### config.mk
export PLATFORM = sky130hd
export DESIGN_NAME = sflash_host
export DESIGN_NICKNAME = d
export VERILOG_FILES = /design/src/rtl/sflash_pkg.sv /design/src/rtl/sflash_byte_shift.sv /design/src/rtl/sflash_poll_guard.sv /design/src/rtl/sflash_seq.sv /design/src/rtl/sflash_host.sv
export SDC_FILE = /design/constraint.sdc
export NUM_CORES = 1
export LEC_CHECK = 0
export BUFFER_PORTS_ARGS = -buffer_cell sky130_fd_sc_hd__buf_2
export CAP_MARGIN = 15
export CORE_MARGIN = 5
export CORE_UTILIZATION = 63
export DETAILED_ROUTE_END_ITERATION = 12
export GPL_TIMING_DRIVEN = 1
export PLACE_DENSITY = 0.85
export SETUP_SLACK_MARGIN = 0.1
export SLEW_MARGIN = 0
export SYNTH_ARGS = -nofsm -noshare
export SYNTH_HDL_FRONTEND = slang
export SYNTH_SLANG_ARGS = --single-unit
### constraint.sdc
create_clock -name clk -period 3.5 [get_ports clk]
set_input_delay 0.35 -clock clk [delete_from_list [all_inputs] [get_ports clk]]
set_output_delay 0.35 -clock clk [all_outputs]
set_load 0.02 [all_outputs]
### src/rtl/sflash_pkg.sv
package sflash_pkg;

    localparam logic [7:0] OP_WREN  = 8'h06;
    localparam logic [7:0] OP_PROG  = 8'h02;
    localparam logic [7:0] OP_RDSR  = 8'h05;
    localparam logic [7:0] OP_FREAD = 8'h0B;
    localparam logic [7:0] FILLER   = 8'h00;

    typedef enum logic [2:0] {
        S_IDLE,
        S_WREN,
        S_PROG,
        S_POLL,
        S_RHDR,
        S_RDAT,
        S_RPUSH,
        S_GAP
    } seq_state_t;

    typedef enum logic [1:0] {
        G_TO_PROG,
        G_TO_POLL,
        G_TO_FINISH,
        G_TO_FAIL
    } gap_next_t;

endpackage

### src/rtl/sflash_byte_shift.sv
module sflash_byte_shift #(
    parameter int DIV = 4
) (
    input  logic       clk,
    input  logic       rst_n,
    input  logic       start,
    input  logic [7:0] tx_byte,
    input  logic       miso,
    output logic       sck,
    output logic       mosi,
    output logic       done,
    output logic [7:0] rx_byte
);
    localparam int CW = (DIV > 1) ? $clog2(DIV) : 1;
    localparam logic [CW-1:0] DIV_LAST = CW'(DIV - 1);

    logic [CW-1:0] div_cnt;
    logic [2:0]    bit_idx;
    logic [7:0]    sh_tx;
    logic [7:0]    sh_rx;
    logic          sck_q;
    logic          mosi_q;
    logic          active;
    logic          done_q;

    always_ff @(posedge clk or negedge rst_n) begin
        if (!rst_n) begin
            div_cnt <= '0;
            bit_idx <= '0;
            sh_tx   <= '0;
            sh_rx   <= '0;
            sck_q   <= 1'b0;
            mosi_q  <= 1'b0;
            active  <= 1'b0;
            done_q  <= 1'b0;
        end else begin
            done_q <= 1'b0;
            if (start && !active) begin
                active  <= 1'b1;
                mosi_q  <= tx_byte[7];
                sh_tx   <= {tx_byte[6:0], 1'b0};
                bit_idx <= '0;
                div_cnt <= '0;
                sck_q   <= 1'b0;
            end else if (active) begin
                if (div_cnt == DIV_LAST) begin
                    div_cnt <= '0;
                    if (!sck_q) begin
                        sck_q <= 1'b1;
                        sh_rx <= {sh_rx[6:0], miso};
                    end else begin
                        sck_q <= 1'b0;
                        if (bit_idx == 3'd7) begin
                            active <= 1'b0;
                            done_q <= 1'b1;
                        end else begin
                            bit_idx <= bit_idx + 3'd1;
                            mosi_q  <= sh_tx[7];
                            sh_tx   <= {sh_tx[6:0], 1'b0};
                        end
                    end
                end else begin
                    div_cnt <= div_cnt + 1'b1;
                end
            end
        end
    end

    assign sck     = sck_q;
    assign mosi    = mosi_q;
    assign done    = done_q;
    assign rx_byte = sh_rx;

    // Mode 0: data out holds while the clock is high
    assert_mosi_hold_R11: assert property (@(posedge clk) disable iff (!rst_n)
        (sck_q && $past(sck_q)) |-> $stable(mosi_q));

endmodule

### src/rtl/sflash_poll_guard.sv
module sflash_poll_guard #(
    parameter int LIMIT = 100000
) (
    input  logic clk,
    input  logic rst_n,
    input  logic clear,
    input  logic tick,
    output logic final_poll
);
    localparam int W = $clog2(LIMIT + 1);

    logic [W-1:0] cnt;

    always_ff @(posedge clk or negedge rst_n) begin
        if (!rst_n) begin
            cnt <= '0;
        end else if (clear) begin
            cnt <= '0;
        end else if (tick) begin
            cnt <= cnt + 1'b1;
        end
    end

    assign final_poll = (cnt == W'(LIMIT - 1));

    // The sequencer never polls past the limit
    assert_poll_bound_R7: assert property (@(posedge clk) disable iff (!rst_n)
        tick |-> (cnt < W'(LIMIT)));

endmodule

### src/rtl/sflash_seq.sv
module sflash_seq
    import sflash_pkg::*;
#(
    parameter int LEN_W = 16,
    parameter int DIV   = 4
) (
    input  logic             clk,
    input  logic             rst_n,
    input  logic             req_valid,
    input  logic             req_write,
    input  logic [23:0]      req_addr,
    input  logic [LEN_W-1:0] req_len,
    input  logic [7:0]       req_wdata,
    output logic             req_ready,
    output logic             rd_valid,
    input  logic             rd_ready,
    output logic [7:0]       rd_data,
    output logic             done,
    output logic             err,
    output logic             eng_start,
    output logic [7:0]       eng_tx,
    input  logic             eng_done,
    input  logic [7:0]       eng_rx,
    output logic             cs_n,
    output logic             poll_clear,
    output logic             poll_tick,
    input  logic             poll_final
);
    localparam int GAP_CYC = 2 * DIV;
    localparam int GW      = $clog2(GAP_CYC + 1);
    localparam logic [GW-1:0] GAP_LAST = GW'(GAP_CYC - 1);
    localparam logic [2:0] HDR_LAST  = 3'd4;
    localparam logic [2:0] PROG_LAST = 3'd4;

    seq_state_t       state;
    gap_next_t        gnext;
    logic [2:0]       idx;
    logic [23:0]      addr_q;
    logic [LEN_W-1:0] len_q;
    logic [7:0]       wdata_q;
    logic [7:0]       rdat_q;
    logic [GW-1:0]    gap_cnt;
    logic             kick;
    logic             done_q;
    logic             err_q;

    always_ff @(posedge clk or negedge rst_n) begin
        if (!rst_n) begin
            state   <= S_IDLE;
            gnext   <= G_TO_FINISH;
            idx     <= '0;
            addr_q  <= '0;
            len_q   <= '0;
            wdata_q <= '0;
            rdat_q  <= '0;
            gap_cnt <= '0;
            kick    <= 1'b0;
            done_q  <= 1'b0;
            err_q   <= 1'b0;
        end else begin
            kick   <= 1'b0;
            done_q <= 1'b0;
            err_q  <= 1'b0;
            unique case (state)
                S_IDLE: begin
                    if (req_valid) begin
                        addr_q  <= req_addr;
                        len_q   <= req_len;
                        wdata_q <= req_wdata;
                        idx     <= '0;
                        if (req_write) begin
                            state <= S_WREN;
                            kick  <= 1'b1;
                        end else if (req_len == '0) begin
                            done_q <= 1'b1;
                        end else begin
                            state <= S_RHDR;
                            kick  <= 1'b1;
                        end
                    end
                end
                S_WREN: begin
                    if (eng_done) begin
                        state   <= S_GAP;
                        gnext   <= G_TO_PROG;
                        gap_cnt <= '0;
                    end
                end
                S_PROG: begin
                    if (eng_done) begin
                        if (idx == PROG_LAST) begin
                            state   <= S_GAP;
                            gnext   <= G_TO_POLL;
                            gap_cnt <= '0;
                        end else begin
                            idx  <= idx + 3'd1;
                            kick <= 1'b1;
                        end
                    end
                end
                S_POLL: begin
                    if (eng_done) begin
                        if (idx == 3'd0) begin
                            idx  <= 3'd1;
                            kick <= 1'b1;
                        end else begin
                            state   <= S_GAP;
                            gap_cnt <= '0;
                            if (!eng_rx[0]) begin
                                gnext <= G_TO_FINISH;
                            end else if (poll_final) begin
                                gnext <= G_TO_FAIL;
                            end else begin
                                gnext <= G_TO_POLL;
                            end
                        end
                    end
                end
                S_RHDR: begin
                    if (eng_done) begin
                        if (idx == HDR_LAST) begin
                            state <= S_RDAT;
                        end else begin
                            idx <= idx + 3'd1;
                        end
                        kick <= 1'b1;
                    end
                end
                S_RDAT: begin
                    if (eng_done) begin
                        rdat_q <= eng_rx;
                        state  <= S_RPUSH;
                    end
                end
                S_RPUSH: begin
                    if (rd_ready) begin
                        if (len_q == LEN_W'(1)) begin
                            state   <= S_GAP;
                            gnext   <= G_TO_FINISH;
                            gap_cnt <= '0;
                        end else begin
                            len_q <= len_q - 1'b1;
                            state <= S_RDAT;
                            kick  <= 1'b1;
                        end
                    end
                end
                S_GAP: begin
                    if (gap_cnt == GAP_LAST) begin
                        idx <= '0;
                        unique case (gnext)
                            G_TO_PROG: begin
                                state <= S_PROG;
                                kick  <= 1'b1;
                            end
                            G_TO_POLL: begin
                                state <= S_POLL;
                                kick  <= 1'b1;
                            end
                            G_TO_FINISH: begin
                                state  <= S_IDLE;
                                done_q <= 1'b1;
                            end
                            G_TO_FAIL: begin
                                state  <= S_IDLE;
                                done_q <= 1'b1;
                                err_q  <= 1'b1;
                            end
                            default: state <= S_IDLE;
                        endcase
                    end else begin
                        gap_cnt <= gap_cnt + 1'b1;
                    end
                end
                default: state <= S_IDLE;
            endcase
        end
    end

    always_comb begin
        eng_tx     = FILLER;
        cs_n       = 1'b0;
        req_ready  = 1'b0;
        rd_valid   = 1'b0;
        poll_tick  = 1'b0;
        poll_clear = 1'b0;
        unique case (state)
            S_IDLE: begin
                cs_n       = 1'b1;
                req_ready  = 1'b1;
                poll_clear = req_valid;
            end
            S_WREN: eng_tx = OP_WREN;
            S_PROG: begin
                unique case (idx)
                    3'd0:    eng_tx = OP_PROG;
                    3'd1:    eng_tx = addr_q[23:16];
                    3'd2:    eng_tx = addr_q[15:8];
                    3'd3:    eng_tx = addr_q[7:0];
                    default: eng_tx = wdata_q;
                endcase
            end
            S_POLL: begin
                eng_tx    = (idx == 3'd0) ? OP_RDSR : FILLER;
                poll_tick = eng_done && (idx != 3'd0);
            end
            S_RHDR: begin
                unique case (idx)
                    3'd0:    eng_tx = OP_FREAD;
                    3'd1:    eng_tx = addr_q[23:16];
                    3'd2:    eng_tx = addr_q[15:8];
                    3'd3:    eng_tx = addr_q[7:0];
                    default: eng_tx = FILLER;
                endcase
            end
            S_RDAT:  eng_tx = FILLER;
            S_RPUSH: rd_valid = 1'b1;
            S_GAP:   cs_n = 1'b1;
            default: cs_n = 1'b1;
        endcase
    end

    assign eng_start = kick;
    assign rd_data   = rdat_q;
    assign done      = done_q;
    assign err       = err_q;

    assert_rd_hold_R4: assert property (@(posedge clk) disable iff (!rst_n)
        (rd_valid && !rd_ready) |=> (rd_valid && $stable(rd_data)));

    assert_done_pulse_R8: assert property (@(posedge clk) disable iff (!rst_n)
        done |=> !done);

    assert_err_with_done_R8: assert property (@(posedge clk) disable iff (!rst_n)
        err |-> done);

    assert_leave_idle_R9: assert property (@(posedge clk) disable iff (!rst_n)
        (req_valid && req_ready && (req_write || (req_len != '0))) |=> !req_ready);

    assert_gap_hold_R10: assert property (@(posedge clk) disable iff (!rst_n)
        $rose(cs_n) |=> cs_n);

endmodule

### src/rtl/sflash_host.sv
module sflash_host #(
    parameter int LEN_W      = 16,
    parameter int DIV        = 4,
    parameter int POLL_LIMIT = 100000
) (
    input  logic             clk,
    input  logic             rst_n,
    input  logic             req_valid,
    output logic             req_ready,
    input  logic             req_write,
    input  logic [23:0]      req_addr,
    input  logic [LEN_W-1:0] req_len,
    input  logic [7:0]       req_wdata,
    output logic             rd_valid,
    input  logic             rd_ready,
    output logic [7:0]       rd_data,
    output logic             done,
    output logic             err,
    output logic             spi_sck,
    output logic             spi_cs_n,
    output logic             spi_mosi,
    input  logic             spi_miso
);
    logic       eng_start;
    logic [7:0] eng_tx;
    logic       eng_done;
    logic [7:0] eng_rx;
    logic       poll_clear;
    logic       poll_tick;
    logic       poll_final;

    sflash_seq #(
        .LEN_W (LEN_W),
        .DIV   (DIV)
    ) seq_i (
        .clk        (clk),
        .rst_n      (rst_n),
        .req_valid  (req_valid),
        .req_write  (req_write),
        .req_addr   (req_addr),
        .req_len    (req_len),
        .req_wdata  (req_wdata),
        .req_ready  (req_ready),
        .rd_valid   (rd_valid),
        .rd_ready   (rd_ready),
        .rd_data    (rd_data),
        .done       (done),
        .err        (err),
        .eng_start  (eng_start),
        .eng_tx     (eng_tx),
        .eng_done   (eng_done),
        .eng_rx     (eng_rx),
        .cs_n       (spi_cs_n),
        .poll_clear (poll_clear),
        .poll_tick  (poll_tick),
        .poll_final (poll_final)
    );

    sflash_byte_shift #(
        .DIV (DIV)
    ) shift_i (
        .clk     (clk),
        .rst_n   (rst_n),
        .start   (eng_start),
        .tx_byte (eng_tx),
        .miso    (spi_miso),
        .sck     (spi_sck),
        .mosi    (spi_mosi),
        .done    (eng_done),
        .rx_byte (eng_rx)
    );

    sflash_poll_guard #(
        .LIMIT (POLL_LIMIT)
    ) guard_i (
        .clk        (clk),
        .rst_n      (rst_n),
        .clear      (poll_clear),
        .tick       (poll_tick),
        .final_poll (poll_final)
    );

    // Chip select only moves while the serial clock rests low
    assert_cs_edge_sck_low_R11: assert property (@(posedge clk) disable iff (!rst_n)
        !$stable(spi_cs_n) |-> !spi_sck);

    // No job accepted while a frame is open
    assert_ready_cs_R9: assert property (@(posedge clk) disable iff (!rst_n)
        !spi_cs_n |-> !req_ready);

endmodule

==> flow_summary.html <==
<table>
<tr><th>Metric</th><th>Value</th></tr>
<tr><th colspan="2">Timing</th></tr>
<tr><td>Part of the cycle the worst path needs</td><td>73.7%</td></tr>
<tr><td>Post-route setup TNS</td><td>0 ps</td></tr>
<tr><td>Clock tree skew after final layout</td><td>10.8 ps</td></tr>
<tr><td>Relative slew slack</td><td>34.8%</td></tr>
<tr><td>Maximum clock frequency</td><td>388 MHz</td></tr>
<tr><td>Hold Vio Cnt, Final</td><td>0</td></tr>
<tr><td>Endpoints failing setup</td><td>0</td></tr>
<tr><td>Final slew viol count</td><td>0</td></tr>
<tr><td>Unrepaired setup endpoints after global routing</td><td>no</td></tr>
<tr><td>Pin slew with the least headroom to its limit</td><td>975 ps</td></tr>
<tr><td>Minimum clock period after layout</td><td>2580 ps</td></tr>
<tr><td>Post-Route Hold Slack</td><td>30.4 ps</td></tr>
<tr><th colspan="2">Routing</th></tr>
<tr><td>Number of nets with antenna violations after routing</td><td>0</td></tr>
<tr><td>Number of vias in the routed layout</td><td>5009</td></tr>
<tr><td>Total Routed Length</td><td>13200 microns</td></tr>
<tr><td>First-pass detailed-route iteration total</td><td>8</td></tr>
<tr><td>Wire length per cell</td><td>15.9 microns</td></tr>
<tr><td>Number of design rule violations left after detail routing</td><td>0</td></tr>
<tr><td>Number of vias per cell</td><td>6.06</td></tr>
<tr><td>First-iteration detailed-routing DRC count</td><td>507</td></tr>
<tr><th colspan="2">Floorplan</th></tr>
<tr><td>Height of the chip</td><td>107 microns</td></tr>
<tr><td>Die footprint</td><td>11500 sq um</td></tr>
<tr><td>Row Count</td><td>35</td></tr>
<tr><td>Boundary Pins</td><td>69</td></tr>
<tr><td>Width of the die</td><td>107 microns</td></tr>
<tr><td>Starting density of the core</td><td>64.3%</td></tr>
<tr><td>CORE AREA</td><td>9240 sq um</td></tr>
<tr><th colspan="2">Yosys</th></tr>
<tr><td>Library cell occupying the most area in the post-synthesis netlist</td><td>dfrtp_1</td></tr>
<tr><td>Syn nets</td><td>705</td></tr>
<tr><td>Portion of the post-synthesis area used by sequential elements</td><td>47.2%</td></tr>
<tr><td>Proportion of synthesized flip-flops having asynchronous set or reset</td><td>100%</td></tr>
<tr><td>Synthesized area divided by synthesized cell count</td><td>9.30 sq um</td></tr>
<tr><td>Unique cell type count in the Yosys netlist</td><td>81</td></tr>
<tr><td>Synth Flop Type</td><td>dfrtp_1</td></tr>
<tr><td>Post-Synthesis Cell Area</td><td>5950 sq um</td></tr>
<tr><td>Synthesized netlist cell count</td><td>639</td></tr>
<tr><td>Largest cells by area after synthesis</td><td>dfrtp_1 (47%), nand2_1 (9.2%), mux2_2 (3.2%)</td></tr>
<tr><td>Number of storage elements in the synthesis netlist</td><td>112</td></tr>
<tr><td>Area fraction of the dominant cell type after synthesis</td><td>46.7%</td></tr>
<tr><td>Number of synthesized flops with an enable pin</td><td>0</td></tr>
<tr><td>Synth warn</td><td>0</td></tr>
<tr><th colspan="2">CTS</th></tr>
<tr><td>Htree depth</td><td>3</td></tr>
<tr><td>Clock network latency to the later pin of the worst-skew pair</td><td>370 ps</td></tr>
<tr><td>Clock transition at the registers of the reported paths</td><td>100 ps</td></tr>
<tr><td>Clock Path Buffers</td><td>2</td></tr>
<tr><td>CTS tree</td><td>built</td></tr>
<tr><td># Post-CTS Setup Buffers</td><td>0</td></tr>
<tr><td>Number of cells upsized or downsized after cts</td><td>0</td></tr>
<tr><td>Sinks on Clock Net</td><td>112</td></tr>
<tr><td>Clock tree root buffer cell</td><td>clkbuf_8</td></tr>
<tr><td>TritonCTS buffer count</td><td>9</td></tr>
<tr><td>CTS Hold Buffers Added</td><td>0</td></tr>
<tr><th colspan="2">Pwr</th></tr>
<tr><td>PwrDens</td><td>781 nW/um^2</td></tr>
<tr><td>Leak pwr</td><td>0.00310 uW</td></tr>
<tr><td>Worst ir drop on vdd</td><td>0.352 mV</td></tr>
<tr><th colspan="2">GRT</th></tr>
<tr><td>Maximum number of pins on one net before global-route repair</td><td>57</td></tr>
<tr><td>First-pass GRT wire length</td><td>22300 microns</td></tr>
<tr><td>Number of global-route vias before repair</td><td>4845</td></tr>
<tr><td>Antenna violations before repair</td><td>0</td></tr>
<tr><td>GRT overflow</td><td>0</td></tr>
<tr><td>Global router's overall resource usage</td><td>23.8%</td></tr>
<tr><th colspan="2">Worst setup path</th></tr>
<tr><td>Worst flop-to-flop path startpoint</td><td>seq_i.state[1]</td></tr>
<tr><td>Register-to-Register Setup Slack</td><td>920 ps</td></tr>
<tr><td>Type of the worst setup path</td><td>register to register</td></tr>
<tr><td>Highest-delay cell along the critical path</td><td>dfrtp_1</td></tr>
<tr><td>Worst EP arrival</td><td>2840 ps</td></tr>
<tr><td>List of cells traversed by the critical path</td><td>nand3b_2, buf_4, inv_4, a221oi_4, o211ai_4, mux2_4</td></tr>
<tr><td>Largest fanout on the critical path</td><td>29</td></tr>
<tr><td>Endpoint required time on the critical path</td><td>3760 ps</td></tr>
<tr><td>Critical path's top delay family</td><td>flip-flops</td></tr>
<tr><td>Number of buffers and inverters on the critical path</td><td>2</td></tr>
<tr><td>FF-to-FF End</td><td>seq_i.state[2]</td></tr>
<tr><td>Number of cells traversed by the worst register-to-register path</td><td>6</td></tr>
<tr><td>Type of destination of the critical path</td><td>register</td></tr>
<tr><td>CP peak stage delay</td><td>710 ps</td></tr>
<tr><td>Critical path launch point type</td><td>register</td></tr>
<tr><th colspan="2">Cells and area</th></tr>
<tr><td>Fraction of layout instances using a drive strength above 1</td><td>18.5%</td></tr>
<tr><td>Finished layout cell area</td><td>6530 sq um</td></tr>
<tr><td>Antenna cell count</td><td>0</td></tr>
<tr><td>Synthesis-to-layout area growth</td><td>9.85%</td></tr>
<tr><td>Post-Route Utilization</td><td>70.7%</td></tr>
<tr><td>Fill count</td><td>732</td></tr>
<tr><td>Cell Count, Final, Fillers Out</td><td>826</td></tr>
<tr><td>Total Nets Final</td><td>758</td></tr>
<tr><th colspan="2">Placed design</th></tr>
<tr><td>Placed wire-length estimate after detailed placement</td><td>9320 microns</td></tr>
<tr><td>Number of buffer cells added on primary ports</td><td>68</td></tr>
<tr><td>Inst Count DP</td><td>810</td></tr>
<tr><td>Post-placement cell area</td><td>6350 sq um</td></tr>
<tr><td>Routability cong.</td><td>0.887</td></tr>
<tr><th colspan="2">Worst hold path</th></tr>
<tr><td>Class of the tightest hold or removal check</td><td>primary input to async pin</td></tr>
<tr><th colspan="2">Outcome</th></tr>
<tr><td>Run status</td><td>finished clean</td></tr>
<tr><th colspan="2">Flow run</th></tr>
<tr><td>Max-cap violations</td><td>0</td></tr>
</table>
-- worst register-to-register path, stage by stage, from the launching register on --
cell and delay [ps]:
dfrtp_1 710, nand3b_2 260, buf_4 320, inv_4 170, a221oi_4 540, o211ai_4 150
mux2_4 320
-- metal layers --
metal	vias to the layer above	GRT usage [%]	wire length, microns
li1	2389	-	-
met1	2411	32.8	5820
met2	190	37.8	6330
met3	19	4.64	837
met4	0	7.85	167
met5	-	0	0
-- stage by stage --
stage | power (uW) | setup WS [ps]
floorplan | 3850 | 1510
global placement | 4250 | 1050
detailed placement | 4370 | 975
CTS | 5100 | 935
global route | 5500 | 713
finish | 5100 | 920
-- worst max path at each step --
stage	to	slack [ps]	from	cells past startpoint
5_1_grt	seq_i.len_q[2]	710	seq_i.state[1]	4
3_5_place_dp	seq_i.state[2]	980	seq_i.state[1]	6
3_3_place_gp	seq_i.state[2]	1050	seq_i.state[1]	6
2_1_floorplan	shift_i.sh_tx[5]	1510	seq_i.idx[2]	8
6_report	seq_i.state[2]	920	seq_i.state[1]	6
4_1_cts	rd_valid	940	seq_i.state[1]	4
-- layout make-up --
class | count | area (sq um) | area share, %
clock buffer | 12 | 155 | 2.38
timing repair buffer | 74 | 388 | 5.94
multi-input combinational | 478 | 2930 | 44.8
inverter | 17 | 66.3 | 1.02
sequential | 112 | 2800 | 42.9
clock inverter | 4 | 27.5 | 0.421
tap | 129 | 161 | 2.47
-- synth_stat cells, types with 5 or more instances --
master and number:
xor2_1 10, nor4_1 8, o22ai_1 6, nor2_1 45
a22oi_1 6, nand4_1 12, and3_1 7, a222oi_1 8
nand3_1 15, buf_2 6, inv_1 16, xnor2_1 5
clkbuf_1 19, nor3_1 11, dfrtp_1 111, nand2_1 145
a21oi_1 31, o21ai_0 38, mux2_2 17, ha_1 12
a31oi_1 5
-- report_power, final --
| group | internal (uW) | leakage, uW | switching, uW |
|---|---|---|---|
| logic | 881 | 0.00158 | 1230 |
| registers | 1790 | 0.00142 | 477 |
| clock network | 300 | 0.0000967 | 421 |
-- cell usage in the layout, fill, tap and decap left out, drive strengths merged, types with 8 or more instances in the layout --
cell    synthesis  layout
inv            17      18
nor2           45      45
mux2           18      18
a222oi          8       8
nand4          12      12
nor4            9       9
buf            13      74
dfrtp         111     111
ha             12      12
nor3           11      11
o21ai          41      41
clkbuf         19      12
a21oi          32      32
nand2         145     145
nand3          15      15
xor2           10      10
-- state kept, by name (all words and copies together) (netlist names), 2 cells and up --
signal	flops
shift_i.div_cnt	2
seq_i.gap_cnt	4
shift_i.sh_tx	7
shift_i.rx_byte	8
seq_i.state	3
seq_i.addr_q	24
shift_i.bit_idx	3
seq_i.len_q	16
seq_i.idx	3
seq_i.rd_data	8
guard_i.cnt	17
seq_i.wdata_q	8
seq_i.gnext	2
-- cells by family after synthesis --
group                      count (synthesis)  synth area share [%]
muxes                                     22                  4.15
xor gates and xnor gates                  15                  2.21
and+or+nand+nor                          284                  23.0
buffers and inverters                     49                  3.58
AOI/OAI and AO/OA                        145                  17.4
adders and majority gates                 12                  2.53
DFF                                      112                  47.2
(Power assumes the default switching activity.)
